<file path="config.mk">
export PLATFORM = sky130hd
export DESIGN_NAME = lcb_line_pulses
export DESIGN_NICKNAME = d
export VERILOG_FILES = /design/src/rtl/lcb_pkg.sv /design/src/rtl/lcb_line_timer.sv /design/src/rtl/lcb_toggle_pulse.sv /design/src/rtl/lcb_cfg_store.sv /design/src/rtl/lcb_line_pulses.sv
export SDC_FILE = /design/constraint.sdc
export NUM_CORES = 2
export LEC_CHECK = 0
export CAP_MARGIN = 20
export CORE_UTILIZATION = 50
export CTS_CLUSTER_DIAMETER = 120
export CTS_CLUSTER_SIZE = 12
export DETAILED_ROUTE_END_ITERATION = 16
export GPL_ROUTABILITY_DRIVEN = 0
export GPL_TIMING_DRIVEN = 0
export PLACE_DENSITY = 0.65
export SLEW_MARGIN = 20
export SYNTH_ARGS = -nofsm -noshare
export SYNTH_HDL_FRONTEND = slang
export SYNTH_HIERARCHICAL = 1
export SYNTH_SLANG_ARGS = --single-unit
</file>
<file path="constraint.sdc">
create_clock -name clk -period 11.4 [get_ports clk]
set_input_delay 1.71 -clock clk [delete_from_list [all_inputs] [get_ports clk]]
set_output_delay 1.71 -clock clk [all_outputs]
set_load 0.03 [all_outputs]
</file>
<file path="src/rtl/lcb_pkg.sv">
package lcb_pkg;
  localparam int PIX_W     = 12;
  localparam int PAIR_TOGS = 2;
  localparam int HBK_TOGS  = 6;
  localparam int SET_WORDS = 2 * PAIR_TOGS + HBK_TOGS + 1;
  localparam int IDX_W     = $clog2(SET_WORDS);

  localparam int W_CLP  = 0;
  localparam int W_PBK  = W_CLP + PAIR_TOGS;
  localparam int W_HBK  = W_PBK + PAIR_TOGS;
  localparam int W_CTRL = W_HBK + HBK_TOGS;

  typedef logic [PIX_W-1:0] pix_t;

  typedef struct packed {
    logic [1:0]                alt_mode;
    logic                      pbk_start;
    logic                      clp_start;
    pix_t [PAIR_TOGS-1:0]      clp_tog;
    pix_t [PAIR_TOGS-1:0]      pbk_tog;
    pix_t [HBK_TOGS-1:0]       hbk_tog;
  } seq_cfg_t;
endpackage

</file>
<file path="src/rtl/lcb_line_timer.sv">
module lcb_line_timer
  import lcb_pkg::*;
(
  input  logic clk,
  input  logic rst,
  input  logic line_start,
  input  logic field_start,
  output pix_t pos,
  output pix_t nxt_pos,
  output logic adv,
  output logic line_odd,
  output logic nxt_odd
);
  localparam pix_t POS_MAX = '1;

  always_comb begin
    if (line_start)          nxt_pos = '0;
    else if (pos == POS_MAX) nxt_pos = pos;
    else                     nxt_pos = pos + pix_t'(1);
    adv     = line_start || (pos != POS_MAX);
    nxt_odd = field_start | ~line_odd;
  end

  always_ff @(posedge clk) begin
    if (rst) begin
      pos      <= POS_MAX;
      line_odd <= 1'b0;
    end else begin
      pos <= nxt_pos;
      if (line_start) line_odd <= nxt_odd;
    end
  end


  start_zero_chk: assert property (@(posedge clk) disable iff (rst)
    line_start |=> pos == '0);

  step_chk: assert property (@(posedge clk) disable iff (rst)
    (!line_start && pos != POS_MAX) |=> pos == $past(pos) + pix_t'(1));

  sat_hold_chk: assert property (@(posedge clk) disable iff (rst)
    (!line_start && pos == POS_MAX) |=> pos == POS_MAX);

  field_odd_chk: assert property (@(posedge clk) disable iff (rst)
    (line_start && field_start) |=> line_odd);

  parity_flip_chk: assert property (@(posedge clk) disable iff (rst)
    (line_start && !field_start) |=> line_odd != $past(line_odd));

  parity_hold_chk: assert property (@(posedge clk) disable iff (rst)
    !line_start |=> $stable(line_odd));
endmodule

</file>
<file path="src/rtl/lcb_toggle_pulse.sv">
module lcb_toggle_pulse
  import lcb_pkg::*;
#(
  parameter int   NTOG    = 2,
  parameter logic RST_LVL = 1'b1
) (
  input  logic                  clk,
  input  logic                  rst,
  input  logic                  load,
  input  logic                  adv,
  input  logic                  start_lvl,
  input  pix_t                  nxt_pos,
  input  pix_t [NTOG-1:0]       togs,
  input  logic [NTOG-1:0]       tog_en,
  output logic                  lvl
);
  localparam pix_t OFF_POS = '1;

  logic hit;
  logic lvl_d;

  always_comb begin
    hit = 1'b0;
    for (int i = 0; i < NTOG; i++) begin
      if (adv && tog_en[i] && togs[i] != OFF_POS && togs[i] == nxt_pos)
        hit = ~hit;
    end
    lvl_d = (load ? start_lvl : lvl) ^ hit;
  end

  always_ff @(posedge clk) begin
    if (rst) lvl <= RST_LVL;
    else     lvl <= lvl_d;
  end


  idle_hold_chk: assert property (@(posedge clk) disable iff (rst)
    (!adv && !load) |=> $stable(lvl));
endmodule

</file>
<file path="src/rtl/lcb_cfg_store.sv">
module lcb_cfg_store
  import lcb_pkg::*;
#(
  parameter int NUM_SEQ = 10,
  parameter int SEL_W   = $clog2(NUM_SEQ)
) (
  input  logic             clk,
  input  logic             wr_en,
  input  logic [SEL_W-1:0] wr_seq,
  input  logic [IDX_W-1:0] wr_idx,
  input  pix_t             wr_data,
  input  logic [SEL_W-1:0] rd_seq,
  output seq_cfg_t         rd_cfg,
  output logic             rd_ok
);
  pix_t mem [NUM_SEQ][SET_WORDS];

  logic             wr_ok;
  logic [SEL_W-1:0] rd_row;
  pix_t             ctrl_w;

  assign wr_ok  = wr_en && (int'(wr_seq) < NUM_SEQ) && (int'(wr_idx) < SET_WORDS);
  assign rd_ok  = int'(rd_seq) < NUM_SEQ;
  assign rd_row = rd_ok ? rd_seq : '0;

  always_ff @(posedge clk) begin
    if (wr_ok) mem[wr_seq][wr_idx] <= wr_data;
  end

  assign ctrl_w = mem[rd_row][W_CTRL];

  always_comb begin
    rd_cfg.clp_start = ctrl_w[0];
    rd_cfg.pbk_start = ctrl_w[1];
    rd_cfg.alt_mode  = ctrl_w[3:2];
    for (int i = 0; i < PAIR_TOGS; i++) begin
      rd_cfg.clp_tog[i] = mem[rd_row][W_CLP + i];
      rd_cfg.pbk_tog[i] = mem[rd_row][W_PBK + i];
    end
    for (int i = 0; i < HBK_TOGS; i++)
      rd_cfg.hbk_tog[i] = mem[rd_row][W_HBK + i];
  end
endmodule

</file>
<file path="src/rtl/lcb_line_pulses.sv">
module lcb_line_pulses
  import lcb_pkg::*;
#(
  parameter int NUM_SEQ = 10,
  localparam int SEL_W  = $clog2(NUM_SEQ)
) (
  input  logic             clk,
  input  logic             rst,
  input  logic             cfg_we,
  input  logic [SEL_W-1:0] cfg_seq,
  input  logic [IDX_W-1:0] cfg_idx,
  input  logic [PIX_W-1:0] cfg_wdata,
  input  logic [SEL_W-1:0] seq_sel,
  input  logic             line_start,
  input  logic             field_start,
  output logic             clamp_n,
  output logic             preblank_n,
  output logic             hblank,
  output logic             line_odd,
  output logic [PIX_W-1:0] pixel_pos
);
  localparam int   PAIR_FIRST = 2;
  localparam pix_t POS_MAX    = '1;

  seq_cfg_t            rd_cfg, act_cfg, use_cfg;
  logic                rd_ok, take_new;
  logic [HBK_TOGS-1:0] act_mask, use_mask;
  pix_t                nxt_pos;
  logic                adv, nxt_odd;

  function automatic logic [HBK_TOGS-1:0] alt_mask(input logic [1:0] mode,
                                                   input logic odd);
    logic [HBK_TOGS-1:0] first_pair;
    first_pair = '0;
    first_pair[PAIR_FIRST-1:0] = '1;
    if (mode == 2'd0)      return '1;
    else if (mode == 2'd1) return odd ? first_pair : ~first_pair;
    else                   return odd ? ~first_pair : first_pair;
  endfunction

  lcb_cfg_store #(.NUM_SEQ(NUM_SEQ), .SEL_W(SEL_W)) store_i (
    .clk     (clk),
    .wr_en   (cfg_we),
    .wr_seq  (cfg_seq),
    .wr_idx  (cfg_idx),
    .wr_data (cfg_wdata),
    .rd_seq  (seq_sel),
    .rd_cfg  (rd_cfg),
    .rd_ok   (rd_ok)
  );

  lcb_line_timer timer_i (
    .clk         (clk),
    .rst         (rst),
    .line_start  (line_start),
    .field_start (field_start),
    .pos         (pixel_pos),
    .nxt_pos     (nxt_pos),
    .adv         (adv),
    .line_odd    (line_odd),
    .nxt_odd     (nxt_odd)
  );

  assign take_new = line_start && rd_ok;
  assign use_cfg  = take_new ? rd_cfg : act_cfg;
  assign use_mask = line_start ? alt_mask(use_cfg.alt_mode, nxt_odd) : act_mask;

  always_ff @(posedge clk) begin
    if (rst) begin
      act_cfg.clp_start <= 1'b1;
      act_cfg.pbk_start <= 1'b1;
      act_cfg.alt_mode  <= 2'd0;
      act_cfg.clp_tog   <= '1;
      act_cfg.pbk_tog   <= '1;
      act_cfg.hbk_tog   <= '1;
      act_mask          <= '1;
    end else begin
      if (take_new)   act_cfg  <= rd_cfg;
      if (line_start) act_mask <= use_mask;
    end
  end

  lcb_toggle_pulse #(.NTOG(PAIR_TOGS), .RST_LVL(1'b1)) clamp_i (
    .clk       (clk),
    .rst       (rst),
    .load      (line_start),
    .adv       (adv),
    .start_lvl (use_cfg.clp_start),
    .nxt_pos   (nxt_pos),
    .togs      (use_cfg.clp_tog),
    .tog_en    ({PAIR_TOGS{1'b1}}),
    .lvl       (clamp_n)
  );

  lcb_toggle_pulse #(.NTOG(PAIR_TOGS), .RST_LVL(1'b1)) preblank_i (
    .clk       (clk),
    .rst       (rst),
    .load      (line_start),
    .adv       (adv),
    .start_lvl (use_cfg.pbk_start),
    .nxt_pos   (nxt_pos),
    .togs      (use_cfg.pbk_tog),
    .tog_en    ({PAIR_TOGS{1'b1}}),
    .lvl       (preblank_n)
  );

  lcb_toggle_pulse #(.NTOG(HBK_TOGS), .RST_LVL(1'b0)) hblank_i (
    .clk       (clk),
    .rst       (rst),
    .load      (line_start),
    .adv       (adv),
    .start_lvl (1'b0),
    .nxt_pos   (nxt_pos),
    .togs      (use_cfg.hbk_tog),
    .tog_en    (use_mask),
    .lvl       (hblank)
  );


  sat_quiet_chk: assert property (@(posedge clk) disable iff (rst)
    (pixel_pos == POS_MAX && !line_start)
      |=> ($stable(clamp_n) && $stable(preblank_n) && $stable(hblank)));

  cfg_hold_chk: assert property (@(posedge clk) disable iff (rst)
    !line_start |=> (act_cfg == $past(act_cfg) && $stable(act_mask)));

  mask_shape_chk: assert property (@(posedge clk) disable iff (rst)
    line_start |=> ($countones(act_mask) == PAIR_FIRST
                    || $countones(act_mask) == HBK_TOGS - PAIR_FIRST
                    || act_mask == '1));
endmodule

</file>
==> Yosys cells after proc, flatten, opt, wreduce, memory -nomap -nowiden <==
Memory sizes are Yosys's and may differ from the RTL's.
Cells that the tools add are included.
{ "word_totals": {"reg_bits": 146, "ramBits": 1320, "inputBits": 29, "out_inout_bits": 16, "elab_cells": 120, "mem_count": 1} }
{ "op_classes": {"addsub": 1, "order_cmp": 5, "n_eq_ne": 23, "n_mux": 26, "bitwise": 13, "n_reduce_logical": 32} }
{ "memory_table": {"columns": ["name", "depth", "width", "read_ports", "rd_clocked_by_memory_dff", "write_ports", "line_no", "source"], "rows": [
  ["store_i.mem", 10, 132, 1, 0, 1, "lcb_cfg_store.sv:16", "pix_t mem [NUM_SEQ][SET_WORDS];"]
]} }
{ "ops": {"columns": ["operator", "count"], "rows": [
  ["$mux 132", 1],
  ["$ne 12x12->1 const B", 11],
  ["$mux 124", 1],
  ["$eq 12x12->1", 10],
  ["$demux 12 s4", 1],
  ["$mux 12", 3],
  ["$logic_and 1x1->1", 30],
  ["$mux 6", 5],
  ["$mux 1", 14],
  ["$add 12x1->12 const B", 1],
  ["$eq 12x12->1 const B", 1],
  ["$lt 4x4->1 const B", 3],
  ["$not 1->1", 8],
  ["$ge 5x5->1 const B", 1],
  ["$lt 5x1->1 const B", 1],
  ["$not 4->5", 1],
  ["$mux 4", 1],
  ["$xor 1x1->1", 3],
  ["$eq 2x1->1 const B", 1],
  ["$logic_not 2->1", 1],
  ["$logic_or 1x1->1", 1],
  ["$or 1x1->1", 1]
]} }

==> Logic depth before layout (Yosys ltp) <==
An unclocked memory read counts as a cell.
{ "logic_depth": {"word_depth": 23, "ltp_mapped": 16, "depth_no_buf": 13} }

==> Modules after synthesis <==
Netlist, hierarchy kept.
{ "modules_own_cells": {"columns": ["module", "n_inst", "cells_per_inst", "area_each_um2"], "rows": [
  ["lcb_cfg_store", 1, 3113, 50448.4],
  ["lcb_line_pulses", 1, 439, 5333.9],
  ["lcb_toggle_pulse (hblank_i)", 1, 146, 1187.4],
  ["lcb_toggle_pulse (clamp_i ...)", 2, 46, 381.6],
  ["lcb_line_timer", 1, 86, 726.9]
]} }

==> Worst setup path after synthesis <==
No wires, ideal clock.
{ "synth_timing": {"kind": "in2reg", "start": "input seq_sel[1]", "end": "register hblank_i.lvl", "setup_time_ps": 64, "arrival_time_ps": 4803, "t_required_ps": 11336, "setup_slack_ps": 6532, "cell_stages": 13, "path_cell_list": "clkbuf_1 > clkbuf_1 > o21ai_1 > nand2_2 > buf_2 > mux2_2 > xor2_1 > nor4_1 > nand4_1 > or4_1 > xnor3_1 > xnor3_1 > nor2_1"} }
{ "synth_lines": {"columns": ["element", "line_no", "source"], "rows": [
  ["start, declared", "lcb_line_pulses.sv:13", "input logic [SEL_W-1:0] seq_sel,"],
  ["end signal, assigned", "lcb_toggle_pulse.sv:33", "else lvl <= lvl_d;"],
  ["end, declared", "lcb_toggle_pulse.sv:15", "output logic lvl"]
]} }

==> run summary <==
Clocking
* clock buffer depth: 3
* clock root buffer: clkbuf_16
* TritonCTS clock tree: yes
* number of gates given a new drive strength after cts: 0
* total number of clock tree sinks: 1386
* clock latency on the worst-skew pair: 0.76 ns
* Worst-path clk slew: 0.07 ns
* number of setup buffers added after CTS: 0
* number of H-tree branching levels: 4
* TritonCTS buffer count: 133
* number of buffers inserted by hold repair at cts: 0

Route
* count of vias placed by the detailed router: 34300
* number of routed nets with antenna violations: 0
* DRC violations left: 0
* routed wire length per instance: 27.4 um
* iteration-0 DRC count of the detailed router: 3333
* vias per inst: 6.01
* Initial DRT Pass Iterations: 5
* Detailed Route WL: 157 mm

Final layout
* register area: 40200 um^2
* multi-input combinational cell area: 16700 um^2
* filler-free cell count of the finished design: 5709
* fraction of final layout cells sized beyond drive strength 1: 14.6%
* Final nets: 4124
* summed area of non-filler cells in the final layout: 65500 um^2
* P&R area growth vs syn: 12.1%
* fill cell count: 9105

Power
* total power consumption of the routed design: 10.6 mW
* leakage power: 22.5 nW
* P per Cell Area: 161 nW/um^2
* maximum VDD drop: 0.148 mV

Yosys
* Warnings, synthesis: 6
* cell type contributing the most total cell area after synthesis: edfxtp_1
* Distinct cells, synth: 66
* cell area after technology mapping: 58500 um^2
* Post-synth EDFFs: 1240
* dominant combinational cell family by area after synthesis: multiplexers
* post-synth top area share: 63.7%
* XOR/XNOR share of the synthesized area: 2.09%
* share of the synthesized area in compound gates (AO/OA/AOI/OAI): 8.31%
* simple-gate portion of the synthesized area: 6.37%
* share of flip-flops with an asynchronous set or reset: 0%
* cell count after synthesis: 3876
* leading cell types by total area after synthesis: edfxtp_1 (64%), mux2i_1 (8.6%), dfxtp_1 (5.0%)
* flip-flop and latch count after synthesis: 1386
* most frequently used flop master after synthesis: edfxtp_1
* multiplexer share of the synthesized area: 11.3%
* Post-Synthesis Mean Instance Area: 15.1 um^2
* area share of fa/ha/maj cells after synthesis: 0.0214%
* sequential-to-total area share from yosys stat: 68.7%

Global route
* number of global-route vias before repair: 32300
* initial antenna violation count: 11
* largest net degree at the start of global routing: 81
* first-pass GRT wire length: 224 mm
* grt ovf: 0
* Total Routing Usage GR: 26.3%

Worst setup path
* crit path launch type: primary input
* required time at the endpoint of the critical path: 12.01 ns
* Worst Path Class, Setup: primary input to flip-flop
* Worst Path Arrival: 6.71 ns
* r2r worst-path depth: 13
* cell at the slowest stage of the critical path: nor2_2
* top fanout value on the critical path: 10
* kind of end point of the critical path: flip-flop
* series of cell instances along the critical path: clkdlybuf4s50_1, nor2_2, buf_2, buf_2, a221o_1, o21ai_1, a31o_1, mux2_2, xor2_1, nor4_1, nand4_1, or4_1, xnor3_1, xnor3_1, nor2_1
* Slowest Stage Delay on Critical Path: 0.71 ns

Placement
* port buffer count: 38
* number of placed instances with taps included: 5476
* placed wire-length estimate: 102 mm
* Placement Cell Area: 61600 um^2

STA
* summed negative setup slack over all endpoints: 0 ns
* post-route minimum period: 6.11 ns
* Max Clock Freq: 0.164 GHz
* Worst Max-Slew Pin Slew: 1.23 ns
* unrepaired setup endpoints after global routing: no
* headroom to the max-slew limit: 17.4%
* final-report setup violation count: 0
* clk_skew: 0.0229 ns
* count of final max-slew check failures: 0
* number of hold violations in the final report: 0
* Min Hold Slack: 0.466 ns
* fin crit share: 53.6%

Floorplan
* overall die width: 344 um
* DIE AREA: 118000 um^2
* placeable core region: 116000 um^2
* height of the die: 344 um
* initial core utilization: 50.4%
* top-level I/O count: 45
* FP Rows: 125

Min path
* number of cells on the worst hold path: 2
* worst hold path type: flip-flop to flip-flop

Run
* maximum capacitance violations: 0

Status
* run status: finished clean

cell usage after synthesis (25+ instances only):
master	count
a31o_1	124
dfxtp_1	146
nor3_1	25
xnor2_1	44
a22oi_1	124
inv_1	128
buf_6	29
or2_1	61
mux2i_1	502
o21ai_1	128
mux2_2	64
nand3_1	25
xor2_1	76
or2_2	67
mux2_4	58
buf_4	27
a31oi_1	126
edfxtp_1	1240
clkbuf_1	129
nand2_1	25
buf_2	67
nor2b_1	129
a221o_1	124
nand4_1	52
nor2_1	244
metal layers:
layer	up-vias	part of all wire [%]	global-route usage [%]
met5	-	0.064	0
met4	16	2.6	7.91
met3	226	7.7	4.67
met2	1388	45	39.8
met1	17400	45	38.8
li1	15300	-	-
flip-flops by register name, indices dropped and copies added (netlist names):
signal            cells
store_i/mem        1240
act_cfg             124
timer_i/pos          12
act_mask              6
clamp_i/lvl           1
hblank_i/lvl          1
preblank_i/lvl        1
timer_i/line_odd      1
kinds of logic after synthesis:
group | count (synthesis)
DFF | 1386
AOI/OAI and AO/OA | 650
xor gates and xnor gates | 129
adders and majority gates | 1
buffers and inverters | 389
other | 2
and+or+nand+nor | 695
muxes | 624
worst paths after layout:
kind,startpoint,end,slack (ns)
worst max-delay path,seq_sel[3],hblank_i/lvl,5.29
worst min-delay path,act_cfg[122],act_cfg[122],0.47
worst max register to register,timer_i/pos[0],hblank_i/lvl,6.64
worst min register to register,act_cfg[122],act_cfg[122],0.47
layout by cell type, fill, tap and decap left out, types with 18 or more instances in the layout:
master	instances
dfxtp_1	146
buf_6	48
mux2_2	64
or2_1	61
or2_2	67
edfxtp_1	1240
mux2i_1	502
a31oi_1	125
clkbuf_16	137
a31o_1	124
clkbuf_1	195
inv_1	128
nand2_1	25
nor2_2	53
xor2_1	76
clkdlybuf4s50_1	26
a221o_1	124
nor3_1	18
xnor2_1	44
a22oi_1	124
nand3_1	25
nor2_1	192
buf_4	42
nor2b_1	129
nand4_1	52
mux2_4	58
buf_2	68
o21ai_1	128
nor4_1	19
metrics by stage:
stage               setup WS [ns]  util [%]
CTS                          5.38      56.3
detailed placement           4.61      53.0
floorplan                    6.53         -
global route                 5.20      56.4
finish                       5.29      56.5
global placement             4.05      52.4
layout make-up:
type                    instances  area share [%]
flip-flops and latches       1386            61.3
multi-input cells            2104            25.4
clock buffers                 213            5.67
well taps                    1524            2.91
plain buffers                 260            2.12
repair buffers                 80            1.63
inverters                     129           0.739
clock inverters                10           0.191
diodes                          3          0.0115
where the power goes:
| part | internal (mW) | switching, mW |
|---|---|---|
| Sequential | 5.57 | 0.0183 |
| Clock | 2.23 | 1.82 |
| Combinational | 0.349 | 0.582 |
| Total | 8.15 | 2.42 |
worst max-delay path, delay by kind of cell:
family	cells	cell delay (ns)
AOI/OAI and AO/OA	3	0.58
xor gates and xnor gates	3	0.78
buffers and inverters	3	1.57
muxes	1	0.33
and+or+nand+nor	5	1.71
Power figures use the tool's default switching activity.
